**config.mk**
```make
export PLATFORM = sky130hd
export DESIGN_NAME = flash_id_sequencer
export DESIGN_NICKNAME = d
export VERILOG_FILES = /design/src/rtl/flash_id_pkg.sv /design/src/rtl/spi_byte_shifter.sv /design/src/rtl/seq_datapath.sv /design/src/rtl/seq_ctrl.sv /design/src/rtl/flash_id_sequencer.sv
export SDC_FILE = /design/constraint.sdc
export NUM_CORES = 1
export LEC_CHECK = 0
export BUFFER_PORTS_ARGS = -buffer_cell sky130_fd_sc_hd__buf_2
export CAP_MARGIN = 10
export CELL_PAD_IN_SITES_DETAIL_PLACEMENT = 0
export CELL_PAD_IN_SITES_GLOBAL_PLACEMENT = 1
export CORE_MARGIN = 8
export CORE_UTILIZATION = 30
export DETAILED_ROUTE_END_ITERATION = 10
export PLACE_DENSITY = 0.61
export SLEW_MARGIN = 20
export SYNTH_ARGS = -nofsm -noshare
export SYNTH_HDL_FRONTEND = slang
export SYNTH_SLANG_ARGS = --single-unit
```
**constraint.sdc**
```tcl
create_clock -name clk -period 7.3 [get_ports clk]
set_input_delay 1.46 -clock clk [delete_from_list [all_inputs] [get_ports clk]]
set_output_delay 1.46 -clock clk [all_outputs]
set_load 0.1 [all_outputs]
```
**src/rtl/flash_id_pkg.sv**
```systemverilog
package flash_id_pkg;

  localparam int NUM_QUERIES = 5;
  localparam int RSP_BYTES   = 15;

  typedef struct packed {
    logic startXfer;
    logic storeRx;
  } seqStrobe_t;

  function automatic logic [7:0] qOpcode(input logic [2:0] q);
    case (q)
      3'd0:    return 8'h90;
      3'd1:    return 8'h9F;
      3'd2:    return 8'h4B;
      3'd3:    return 8'h05;
      default: return 8'h35;
    endcase
  endfunction

  function automatic logic [3:0] qCmdLen(input logic [2:0] q);
    case (q)
      3'd0:    return 4'd4;
      3'd2:    return 4'd5;
      default: return 4'd1;
    endcase
  endfunction

  function automatic logic [3:0] qRspLen(input logic [2:0] q);
    case (q)
      3'd0:    return 4'd2;
      3'd1:    return 4'd3;
      3'd2:    return 4'd8;
      default: return 4'd1;
    endcase
  endfunction

  function automatic logic [3:0] qRspBase(input logic [2:0] q);
    case (q)
      3'd0:    return 4'd0;
      3'd1:    return 4'd2;
      3'd2:    return 4'd5;
      3'd3:    return 4'd13;
      default: return 4'd14;
    endcase
  endfunction

endpackage

```
**src/rtl/spi_byte_shifter.sv**
```systemverilog
module spi_byte_shifter #(
  parameter int HALF_DIV = 2
) (
  input  logic       clk,
  input  logic       rstN,
  input  logic       startXfer,
  input  logic [7:0] txByte,
  input  logic       miso,
  output logic       sclk,
  output logic       mosi,
  output logic       busy,
  output logic       rxDone,
  output logic [7:0] rxByte
);
  localparam int DW = (HALF_DIV > 1) ? $clog2(HALF_DIV) : 1;

  logic [DW-1:0] divCnt;
  logic [2:0]    bitCnt;
  logic [7:0]    txReg;
  logic [7:0]    rxReg;

  always_ff @(posedge clk or negedge rstN) begin
    if (!rstN) begin
      busy   <= 1'b0;
      sclk   <= 1'b0;
      divCnt <= '0;
      bitCnt <= '0;
      txReg  <= '0;
      rxReg  <= '0;
      rxDone <= 1'b0;
    end else begin
      rxDone <= 1'b0;
      if (startXfer && !busy) begin
        busy   <= 1'b1;
        sclk   <= 1'b0;
        divCnt <= '0;
        bitCnt <= '0;
        txReg  <= txByte;
      end else if (busy) begin
        if (divCnt == DW'(HALF_DIV - 1)) begin
          divCnt <= '0;
          if (!sclk) begin
            sclk  <= 1'b1;
            rxReg <= {rxReg[6:0], miso};
          end else begin
            sclk  <= 1'b0;
            txReg <= {txReg[6:0], 1'b0};
            if (bitCnt == 3'd7) begin
              busy   <= 1'b0;
              rxDone <= 1'b1;
            end else begin
              bitCnt <= bitCnt + 3'd1;
            end
          end
        end else begin
          divCnt <= divCnt + DW'(1);
        end
      end
    end
  end

  assign mosi   = txReg[7];
  assign rxByte = rxReg;


  sclk_idle_low_chk: assert property (@(posedge clk) disable iff (!rstN)
    !busy |-> !sclk);


  no_restart_chk: assert property (@(posedge clk) disable iff (!rstN)
    startXfer |-> !busy);

endmodule

```
**src/rtl/seq_datapath.sv**
```systemverilog
module seq_datapath
  import flash_id_pkg::*;
#(
  parameter int HALF_DIV = 2
) (
  input  logic        clk,
  input  logic        rstN,
  input  seqStrobe_t  strobe,
  input  logic [7:0]  txByte,
  input  logic [3:0]  storeIdx,
  input  logic        miso,
  output logic        sclk,
  output logic        mosi,
  output logic        shBusy,
  output logic        rxDone,
  output logic [15:0] manDevId,
  output logic [23:0] jedecId,
  output logic [63:0] uniqueId,
  output logic [7:0]  status1,
  output logic [7:0]  status2
);
  logic [7:0] rxByte;
  logic [7:0] rspMem [RSP_BYTES];

  spi_byte_shifter #(.HALF_DIV(HALF_DIV)) uShift (
    .clk(clk), .rstN(rstN), .startXfer(strobe.startXfer), .txByte(txByte),
    .miso(miso), .sclk(sclk), .mosi(mosi), .busy(shBusy),
    .rxDone(rxDone), .rxByte(rxByte)
  );

  for (genvar g = 0; g < RSP_BYTES; g++) begin : gRsp
    always_ff @(posedge clk or negedge rstN) begin
      if (!rstN)
        rspMem[g] <= '0;
      else if (strobe.storeRx && storeIdx == 4'(g))
        rspMem[g] <= rxByte;
    end
  end

  assign manDevId = {rspMem[0], rspMem[1]};
  assign jedecId  = {rspMem[2], rspMem[3], rspMem[4]};
  assign uniqueId = {rspMem[5], rspMem[6], rspMem[7], rspMem[8],
                     rspMem[9], rspMem[10], rspMem[11], rspMem[12]};
  assign status1  = rspMem[13];
  assign status2  = rspMem[14];


  store_on_byte_chk: assert property (@(posedge clk) disable iff (!rstN)
    strobe.storeRx |-> rxDone);

endmodule

```
**src/rtl/seq_ctrl.sv**
```systemverilog
module seq_ctrl
  import flash_id_pkg::*;
#(
  parameter int HALF_DIV = 2,
  parameter int GAP_SCLK = 2
) (
  input  logic       clk,
  input  logic       rstN,
  input  logic       start,
  input  logic       shBusy,
  input  logic       rxDone,
  output seqStrobe_t strobe,
  output logic [7:0] txByte,
  output logic [3:0] storeIdx,
  output logic       csN,
  output logic       done
);
  localparam int GAP_CYC = 2 * HALF_DIV * GAP_SCLK;
  localparam int GW      = $clog2(GAP_CYC + 1);

  typedef enum logic [2:0] {S_IDLE, S_GAP, S_ISSUE, S_WAIT, S_FIN} seqState_t;

  seqState_t      state;
  logic [2:0]     qIdx;
  logic [3:0]     byteIdx;
  logic [GW-1:0]  gapCnt;
  logic [3:0]     cmdLen;
  logic [3:0]     lastIdx;
  logic           inRsp;

  always_comb begin
    cmdLen   = qCmdLen(qIdx);
    lastIdx  = 4'(cmdLen + qRspLen(qIdx) - 4'd1);
    inRsp    = byteIdx >= cmdLen;
    txByte   = (byteIdx == 4'd0) ? qOpcode(qIdx) : 8'h00;
    storeIdx = 4'(qRspBase(qIdx) + byteIdx - cmdLen);
    strobe.startXfer = (state == S_ISSUE) && !shBusy;
    strobe.storeRx   = (state == S_WAIT) && rxDone && inRsp;
  end

  always_ff @(posedge clk or negedge rstN) begin
    if (!rstN) begin
      state   <= S_IDLE;
      qIdx    <= '0;
      byteIdx <= '0;
      gapCnt  <= '0;
      csN     <= 1'b1;
      done    <= 1'b0;
    end else begin
      done <= 1'b0;
      case (state)
        S_IDLE: if (start) begin
          qIdx   <= '0;
          gapCnt <= '0;
          state  <= S_GAP;
        end
        S_GAP: begin
          if (gapCnt == GW'(GAP_CYC - 1)) begin
            csN     <= 1'b0;
            byteIdx <= '0;
            state   <= S_ISSUE;
          end else begin
            gapCnt <= gapCnt + GW'(1);
          end
        end
        S_ISSUE: if (!shBusy) state <= S_WAIT;
        S_WAIT: if (rxDone) begin
          if (byteIdx == lastIdx) begin
            csN    <= 1'b1;
            gapCnt <= '0;
            if (qIdx == 3'(NUM_QUERIES - 1)) begin
              state <= S_FIN;
            end else begin
              qIdx  <= qIdx + 3'd1;
              state <= S_GAP;
            end
          end else begin
            byteIdx <= byteIdx + 4'd1;
            state   <= S_ISSUE;
          end
        end
        S_FIN: begin
          done  <= 1'b1;
          state <= S_IDLE;
        end
        default: state <= S_IDLE;
      endcase
    end
  end


  cs_low_while_shifting_chk: assert property (@(posedge clk) disable iff (!rstN)
    shBusy |-> !csN);


  done_after_cs_chk: assert property (@(posedge clk) disable iff (!rstN)
    done |-> (csN && $past(csN)));


  done_single_chk: assert property (@(posedge clk) disable iff (!rstN)
    done |=> !done);

endmodule

```
**src/rtl/flash_id_sequencer.sv**
```systemverilog
module flash_id_sequencer
  import flash_id_pkg::*;
#(
  parameter int HALF_DIV = 2,
  parameter int GAP_SCLK = 2
) (
  input  logic        clk,
  input  logic        rstN,
  input  logic        start,
  input  logic        miso,
  output logic        sclk,
  output logic        mosi,
  output logic        csN,
  output logic        done,
  output logic [15:0] manDevId,
  output logic [23:0] jedecId,
  output logic [63:0] uniqueId,
  output logic [7:0]  status1,
  output logic [7:0]  status2
);
  seqStrobe_t strobe;
  logic [7:0] txByte;
  logic [3:0] storeIdx;
  logic       shBusy;
  logic       rxDone;

  seq_ctrl #(.HALF_DIV(HALF_DIV), .GAP_SCLK(GAP_SCLK)) uCtrl (
    .clk(clk), .rstN(rstN), .start(start), .shBusy(shBusy), .rxDone(rxDone),
    .strobe(strobe), .txByte(txByte), .storeIdx(storeIdx),
    .csN(csN), .done(done)
  );

  seq_datapath #(.HALF_DIV(HALF_DIV)) uPath (
    .clk(clk), .rstN(rstN), .strobe(strobe), .txByte(txByte),
    .storeIdx(storeIdx), .miso(miso), .sclk(sclk), .mosi(mosi),
    .shBusy(shBusy), .rxDone(rxDone), .manDevId(manDevId),
    .jedecId(jedecId), .uniqueId(uniqueId), .status1(status1),
    .status2(status2)
  );

endmodule

```
Yosys cells after proc, flatten, opt, wreduce, memory -nomap -nowiden --
Cells that the tools add are included.
Operators by class: bitwise logic cells 2, mux-type cells 57, add/subtract/negate cells 9, eq/ne operators 34, reductions and logical operators 39, $lt $le $gt $ge 1
Operators with widths (count):
- 2-to-1 mux 3 bit | 15
- 2-to-1 mux 8 bit | 5
- case mux 8 bit (4 select lines) | 1
- equality test 4 bit, second input constant | 7
- 2-to-1 mux 4 bit | 7
- case mux 4 bit (3 select lines) | 2
- 2-to-1 mux 1 bit | 21
- equality test 4 x 3 -> 1 bit, second input constant | 5
- AND reduction 4 bit | 5
- logical AND 1 bit | 19
- case mux 4 bit (4 select lines) | 1
- inequality test 2 bit, second input constant | 7
- equality test 3 x 2 -> 1 bit, second input constant | 4
- case mux 3 bit (2 select lines) | 2
- case mux 3 bit (4 select lines) | 1
- AND reduction 5 bit | 2
- nonzero test 2 bit | 5
- equality test 3 bit, second input constant | 3
- adder 4 x 1 -> 4 bit, second input constant | 2
- equality test 4 x 2 -> 1 bit, second input constant | 2
- zero test 4 bit | 2
- case mux 4 bit (2 select lines) | 1
- adder 3 x 1 -> 3 bit, second input constant | 2
- equality test 3 x 1 -> 1 bit, second input constant | 2
- other kinds (16) | 19
Storage, ports and cells: register bits 159, output and inout bits 124, word-level logic and storage cells 170, bits of input ports 4

Depth between registers and ports, before layout --
Gate-level depths: netlist of run 1.
word-level depth 8, mapped depth 15, depth with buffers taken out 14

Cells and area by module --
A second synthesis of run 1 with hierarchy kept.
Second synthesis, totals: cells, all modules 513, area total of the unflattened synthesis 7115.6 sq um
Modules (own cells, without submodules):
- seq_datapath | area each 4737.0 sq um, sequential area each 3002.9 sq um, cells each 276, instances 1
- seq_ctrl | area each 1417.6 sq um, sequential area each 401.6 sq um, cells each 164, instances 1
- spi_byte_shifter | area each 960.9 sq um, sequential area each 575.6 sq um, cells each 73, instances 1

Worst setup path after synthesis of run 1 --
Ideal clock, no wire load.
kind reg2reg, from register uCtrl.qIdx[0], to register uPath.rspMem (netlist bit uPath.manDevId[0]), arrival 3.469 ns, clock period less this slack 3.594 ns, cell stages (with the launch flop) 13, slack 3.706 ns, data required time 7.175 ns, library setup time 0.125 ns, path through dfrtp_1 > inv_1 > ha_1 > or3_1 > ha_1 > inv_1 > ha_1 > fa_1 > xor2_1 > nor3_1 > nand3_1 > mux2i_2 > mux2_2
On the way: longest elaborated chain between the ends 6, elaborated cells on any way between the ends 12, classes of those cells add/sub (2); order compare (1); eq/ne (4); mux (2); reduce/logical (3)
RTL lines:
- from (decl) | RTL line seq_ctrl.sv:24 | logic [2:0] qIdx;
- from (signal assigned) | RTL line seq_ctrl.sv:74 | qIdx <= qIdx + 3'd1;
- equality test 3 x 2 -> 1 bit, or another cell as far along | RTL line flash_id_pkg.sv:39 | case (q)
- case mux 4 bit (4 select lines) | RTL line flash_id_pkg.sv:39
- adder 4 bit | RTL line seq_ctrl.sv:36 | storeIdx = 4'(qRspBase(qIdx) + byteIdx - cmdLen);
- subtractor 4 x 3 -> 4 bit | RTL line seq_ctrl.sv:36
- equality test 4 x 1 -> 1 bit | RTL line seq_datapath.sv:35 | else if (strobe.storeRx && storeIdx == 4'(g))
- logical AND 1 bit * | RTL line seq_datapath.sv:35
- to (signal, indexed assignment) | RTL line seq_datapath.sv:36 | rspMem[g] <= rxByte;
- to (decl) | RTL line seq_datapath.sv:23 | logic [7:0] rspMem [RSP_BYTES];
Mark *: on every way between the ends. The rest lies on a longest branch, timed or not. A chain may end at the register's enable or synchronous reset.

Worst setup path in the final report of run 1 --
from register uCtrl.qIdx[0], to register uPath.rspMem (netlist bit uPath.manDevId[1])
The elaborated chain is that of the path after synthesis.

==> flow_summary_export.csv, run 1 <==
group,metric,value,unit
synth,synth_top_cell_area_share,0.537,
sta,skew,8.94,ps
synth,synthArstFlopShare,1.00,
sta,tightest_slew,799,ps
synth,synth_cells,519,
global_routing,overflow,0,
clock_tree,htreeDepth,4,
global_routing,antenna_found_initial,0,
sta,fin_crit,4110,ps
power,seqPwrFrac,0.417,
synth,yosys_warnings,0,
setup_path,max_stage_delay,640,ps
setup_path,cp_max_fo,8,
synth,syn_avg_cell_area,14.2,um2
sta,fmax,243,MHz
setup_path,crit_family,"adder cells",
sta,drv_slew,0,
clock_tree,postCtsHoldBufs,0,
clock_tree,post_cts_resized,0,
floorplanning,start_util,0.304,
synth,synth_xor_area_frac,0.0131,
clock_tree,cts_root_buffer,"clkbuf_16",
drt,drtAntennaViolNets,0,
floorplanning,die_w,173,um
place,io_buffers,127,
outcome,status,"finished, final reports clean",
synth,synthAdderAreaFrac,0.0360,
power,swShare,0.368,
sta,fin_setup_tns,0,ps
global_routing,grt_pass1_wl,28.5,mm
clock_tree,cts.sinks,159,
global_routing,grtUsageTotal,0.120,
place,dp.cells,957,
setup_path,crit_chain,"inv_1 -> ha_1 -> or3_1 -> ha_1 -> inv_1 -> ha_1 -> fa_1 -> xor2_1 -> nor3_1 -> nand3_1 -> mux2i_2 -> mux2_2",
power,combPwrFrac,0.268,
finish,final_cells,989,
synth,synth.distinct_cells,51,
setup_path,required,7600,ps
finish,nFillCells,2337,
setup_path,r2r_slack,3190,ps
synth,synth_top_family_by_area,"multiplexers",
setup_path,critical_path_arrival,4420,ps
synth,ys_seq_area_frac,0.540,
drt,first_pass_iters,5,
setup_path,crit_top_cell,"ha_1",
clock_tree,insertion_delay,420,ps
setup_path,cp-end-kind,"flop",
power,peakVddDrop,163,uV
sta,slew-limit-headroom,0.466,
sta,hold_viol,0,
place,dp_hpwl,12.9,mm
finish,final_nets,676,
sta,finalSetupViolations,0,
synth,yosysTopAreaCell,"dfrtp_1",
drt,drc_errors,0,
synth,synth_flop_cell,"dfrtp_1",
synth,synthTopCellsByArea,"dfrtp_1 54%, mux2_4 13%, mux2_2 9.8%, ha_1 3.1%, mux2i_4 3.1%",
floorplanning,design.die.area,0.0298,mm2
setup_path,worstSetupPathType,"flop to flop",
flow_run,maxCapViolations,0,
synth,muxShareOfSynthArea,0.284,
power,clock_power_share,0.315,
clock_tree,clkSlewWorstSetupHoldPaths,60,ps
drt,drtIter0Drc,286,
floorplanning,fp-row-count,57,
power,power_switching,0.00104,W
power,p_leak,4.62,nW
finish,drive_gt1_frac,0.471,
synth,synth_nets,543,
drt,vias,4579,
drt,wire_per_inst,18.0,um
global_routing,grt_max_degree,62,
clock_tree,cts_buffer_depth,2,
sta,period_share,0.563,
global_routing,grt_pass1_vias,4797,
place,gp_congestion,0.824,
finish,antenna_cells,0,
drt,vias_per_cell,4.63,
drt,drt-total-wl,17.8,mm
sta,grt_setup_unrepaired,"false",
floorplanning,io_pins,128,
synth,synth_edf_count,0,
hold_path,hold_class,"flop to flop",
floorplanning,die_h,173,um
setup_path,critPathLaunchType,"flop",
synth,synth-simple-area-share,0.0708,
synth,synth-compound-area-share,0.0362,
clock_tree,postCtsSetupRepairBufs,0,
finish,fin_util,0.370,
synth,ys_ff_latch,159,
power,p_int,0.00178,W
floorplanning,core,0.0242,mm2
finish,syn_to_final_growth,21.7,%
setup_path,crit_buf_inv,2,
setup_path,cpMaxStageDelayCell,"mux2i_2",
clock_tree,numCtsBuffers,17,
clock_tree,cts_tree,"done",
power,power.density,315,mW/mm2
synth,netlist_area,0.00737,mm2
## path summary, 6_finish.rpt
| check | startpoint | end | cells past startpoint |
|---|---|---|---|
| worst max-delay path | uCtrl.qIdx[0] | uPath.manDevId[1] | 12 |
| min in group asynchronous | rstN | uPath.uniqueId[60] | 1 |
| worst max register to register | uCtrl.qIdx[0] | uPath.manDevId[1] | 12 |
| worst min-delay path | uPath.manDevId[1] | uPath.manDevId[1] | 1 |
| max in group asynchronous | rstN | uPath.uniqueId[2] | 2 |
| worst min register to register | uPath.manDevId[1] | uPath.manDevId[1] | 1 |
## cells by family after synthesis
logic type / after synthesis
buffers and inverters: 36
xor gates and xnor gates: 8
and+or+nand+nor: 103
DFF: 159
muxes: 154
adders and majority gates: 20
AOI/OAI and AO/OA: 39
## metrics by stage
stage               setup slack [ps]  hold WS [ps]  total power [W]  cell area [um2]
floorplan                       3710           460          0.00175             7370
global placement                3200           481          0.00194             8370
detailed placement              3160           489          0.00197             8370
CTS                             3140           504          0.00287             8960
global route                    2850           518          0.00299             8960
finish                          3190           503          0.00282             8960
## worst reg2reg max path, delay by kind of cell, from the launching register on
kind | cells | cell delay, ps
AND/OR/NAND/NOR | 3 | 970
XOR/XNOR | 1 | 170
multiplexers | 2 | 1050
adder cells (fa/ha/maj) | 4 | 1190
buffers and inverters | 2 | 140
flip-flops | 1 | 460
## routing by layer
layer,vias up,track usage,wire length [um]
li1,2131,-,-
met1,2332,0.151,8320
met2,101,0.200,8500
met3,15,0.0333,823
met4,0,0.0331,163
met5,-,0,0
## cells in the final DEF, fill, tap and decap left out, types with 11 or more instances in the layout
master / instances
dfrtp_1: 158
buf_2: 126
mux2_4: 64
mux2_2: 64
nand3_1: 31
inv_1: 19
nand2_1: 19
ha_1: 18
nor2_1: 17
clkbuf_16: 17
o21ai_0: 11
## power groups by stage
| stage | registers [W] | logic, W | clock network, W |
|---|---|---|---|
| 2_1_floorplan | 0.00115 | 0.000599 | 0 |
| 3_3_place_gp | 0.00119 | 0.000750 | 0 |
| 3_5_place_dp | 0.00120 | 0.000766 | 0 |
| 4_1_cts | 0.00118 | 0.000768 | 0.000915 |
| 5_1_grt | 0.00120 | 0.000833 | 0.000956 |
| 6_report | 0.00118 | 0.000757 | 0.000891 |
## state kept, by name, summed over array words and instances (netlist names)
register	flops
uCtrl.gapCnt	4
uCtrl.state	3
uPath.uShift.busy	1
uPath.manDevId	16
uCtrl.done	1
uCtrl.byteIdx	4
uPath.uShift.rxDone	1
uPath.uShift.txReg	8
uCtrl.qIdx	3
uPath.uShift.bitCnt	3
uCtrl.csN	1
uPath.uShift.sclk	1
uPath.status2	8
uPath.jedecId	24
uPath.uniqueId	64
uPath.status1	8
uPath.uShift.divCnt	1
uPath.uShift.rxByte	8
## synth_stat cells, types with 3 or more instances
cell,count
mux2i_4,10
xor2_1,3
o21ai_0,11
nor3b_1,4
mux2i_2,5
nand2_1,19
nor3_1,6
or3_1,3
clkbuf_1,7
buf_1,8
nor2b_1,3
nor2_1,17
a21oi_1,9
mux2_4,64
inv_1,19
mux2i_1,9
a21o_1,3
xnor2_1,3
dfrtp_1,158
ha_1,18
nand4_1,3
mux2_2,64
nand2b_1,5
nand3b_1,4
nand3_1,31
## final cells by class
type	count	area (um2)	share of cell area
Tap cell	324	405	0.0452
Clock inverter	14	158	0.0176
Sequential cell	159	3980	0.444
Timing Repair Buffer	131	672	0.0750
Inverter	19	71.3	0.00796
Multi-Input combinational cell	324	3240	0.361
Clock buffer	18	439	0.0490
No activity file was read; power rests on OpenSTA's default activity.
==> run 2, diff against run 1 <==
--- a/config.mk
+++ b/config.mk
@@ -12,7 +12,7 @@
 export CORE_MARGIN = 8
 export CORE_UTILIZATION = 30
 export DETAILED_ROUTE_END_ITERATION = 10
-export PLACE_DENSITY = 0.61
+export PLACE_DENSITY = 0.63
 export SLEW_MARGIN = 20
 export SYNTH_ARGS = -nofsm -noshare
 export SYNTH_HDL_FRONTEND = slang
==> constraint.sdc (replaced) <==
create_clock -name clk -period 3.68 [get_ports clk]
set_input_delay 0.736 -clock clk [delete_from_list [all_inputs] [get_ports clk]]
set_output_delay 0.736 -clock clk [all_outputs]
set_load 0.1 [all_outputs]
==> flow_summary_export.csv, run 2 (synthesized netlist as in run 1, its figures left out) <==
group,metric,value,unit
outcome,status,"finished, final reports clean",
finish,final_cell_mix,"157 x dfrtp_1, 126 x buf_2, 76 x mux2_4",
flow_run,maxCapViolations,0,
sta,fin_crit,3600,ps
place,gp_congestion,0.795,
global_routing,grt_pass1_vias,5031,
setup_path,max_stage_delay,600,ps
finish,fin_util,0.396,
finish,syn_to_final_growth,30.5,%
global_routing,overflow,0,
place,place_ws,-47.8,ps
global_routing,grtUsageTotal,0.124,
setup_path,cpMaxStageDelayCell,"fa_1",
clock_tree,htreeDepth,4,
floorplanning,die_w,173,um
sta,hold_viol,0,
clock_tree,clkSlewWorstSetupHoldPaths,70,ps
finish,largest_reg_flops,64,
setup_path,required,3990,ps
finish,final_common_cell,"dfrtp_1",
global_routing,grt_max_degree,77,
setup_path,critPathCapture,"uPath.jedecId[12]",
setup_path,critPathLaunchType,"flop",
sta,skew,9.14,ps
drt,drtIter0Drc,264,
floorplanning,design.die.area,0.0298,mm2
setup_path,crit_top_cell,"ha_4",
clock_tree,numCtsBuffers,17,
floorplanning,die_h,173,um
floorplanning,io_pins,128,
setup_path,r2r_slack,80,ps
floorplanning,fp-row-count,57,
power,power.density,628,mW/mm2
finish,drive_gt1_frac,0.533,
drt,first_pass_iters,4,
sta,fmax,278,MHz
setup_path,startpoint,"uCtrl.qIdx[1]",
sta,setup_ws,80.5,ps
clock_tree,postCtsHoldBufs,0,
drt,vias_per_cell,4.62,
setup_path,critical_path_arrival,3910,ps
power,peakVddDrop,331,uV
setup_path,reg2reg_to,"uPath.jedecId[12]",
place,dp_hpwl,13.2,mm
clock_tree,cts_tree,"done",
sta,whs,316,ps
drt,drtAntennaViolNets,0,
sta,slew-limit-headroom,0.411,
drt,vias,4717,
global_routing,grt_pass1_wl,29.6,mm
drt,wire_per_inst,18.1,um
setup_path,crit_chain,"ha_4 -> or3_4 -> ha_4 -> inv_2 -> ha_4 -> fa_1 -> nand4_1 -> nor2_4 -> nand3_2 -> mux2i_2 -> buf_6 -> mux2_4",
power,p_leak,4.84,nW
sta,period_share,0.978,
clock_tree,cts.sinks,159,
setup_path,rr_startpoint,"uCtrl.qIdx[1]",
finish,antenna_cells,0,
clock_tree,cts_root_buffer,"clkbuf_16",
clock_tree,insertion_delay,420,ps
setup_path,rr_worst_depth,12,
setup_path,cp_max_fo,8,
sta,finalSetupViolations,0,
clock_tree,cts_buffer_depth,2,
floorplanning,core,0.0242,mm2
sta,drv_slew,0,
drt,drt-total-wl,18.5,mm
finish,final_nets,707,
setup_path,worstSetupPathType,"flop to flop",
place,io_buffers,127,
sta,grt_setup_unrepaired,"true",
setup_path,cp-end-kind,"flop",
sta,tightest_slew,881,ps
floorplanning,start_util,0.304,
global_routing,antenna_found_initial,1,
drt,drc_errors,0,
hold_path,hold_class,"input port to asynchronous set/reset pin",
[run 2: cell count changes in the layout (fill, tap and decap cells not counted), sizes merged]
cell / change
buf: +31
inv: +3
clkinv: -2
bufinv: +1
clkbuf: -1
clkinvlp: -1
[run 2: area by class of cell]
class | count | area [um2]
fill | 2290 | 14600
sequential | 159 | 3980
multi-input combinational | 324 | 3460
timing repair buffer | 162 | 1070
clock buffer | 17 | 425
tap | 324 | 405
clock inverter | 15 | 200
inverter | 19 | 71.3
[run 2: critical path: cells and delay by family, from the launching register on]
kind	cells	cell delay (ps)
flops	1	450
fa+ha+maj	4	1210
buf+inv	2	230
simple gates	4	1110
mux	2	500
[run 2: worst min path at each step]
| stage | from | end | cells after the start |
|---|---|---|---|
| 6_report | rstN | uPath.uniqueId[52] | 1 |
| 5_1_grt | rstN | uPath.uniqueId[52] | 1 |
| 4_1_cts | rstN | uPath.uniqueId[44] | 1 |
| 3_3_place_gp | uCtrl.csN | uCtrl.csN | 2 |
| 3_5_place_dp | uCtrl.csN | uCtrl.csN | 2 |
| 2_1_floorplan | rstN | uCtrl.byteIdx[0] | 0 |
[run 2: timing repair]
action | in CTS | in global routing
pin swaps | 0 | 10
resized for setup | 1 | 54
setup endpoints to repair | 78 | 120
buffers inserted | 3 | 7
[run 2: per-layer routing]
metal	global-route usage	share of wire	routed length (um)	up-vias
li1	-	-	-	2192
met1	0.154	0.45	8310	2392
met2	0.203	0.48	8900	117
met3	0.0407	0.057	1050	16
met4	0.0349	0.011	212	0
met5	0	0	0	-
[run 2: power by group]
group	total, W	internal (W)	switching, W
sequential	0.00235	0.00192	0.000426
combinational	0.00183	0.000763	0.00107
clock	0.00186	0.00110	0.000766
[run 2: stage by stage]
| stage | setup TNS [ps] | instances | total power (W) | area, um2 |
|---|---|---|---|---|
| floorplan | 0 | 519 | 0.00348 | 7370 |
| global placement | 0 | 978 | 0.00392 | 8650 |
| detailed placement | -670 | 978 | 0.00398 | 8650 |
| CTS | 0 | 1013 | 0.00587 | 9330 |
| global route | -2480 | 1020 | 0.00637 | 9610 |
| finish | 0 | 1020 | 0.00604 | 9610 |
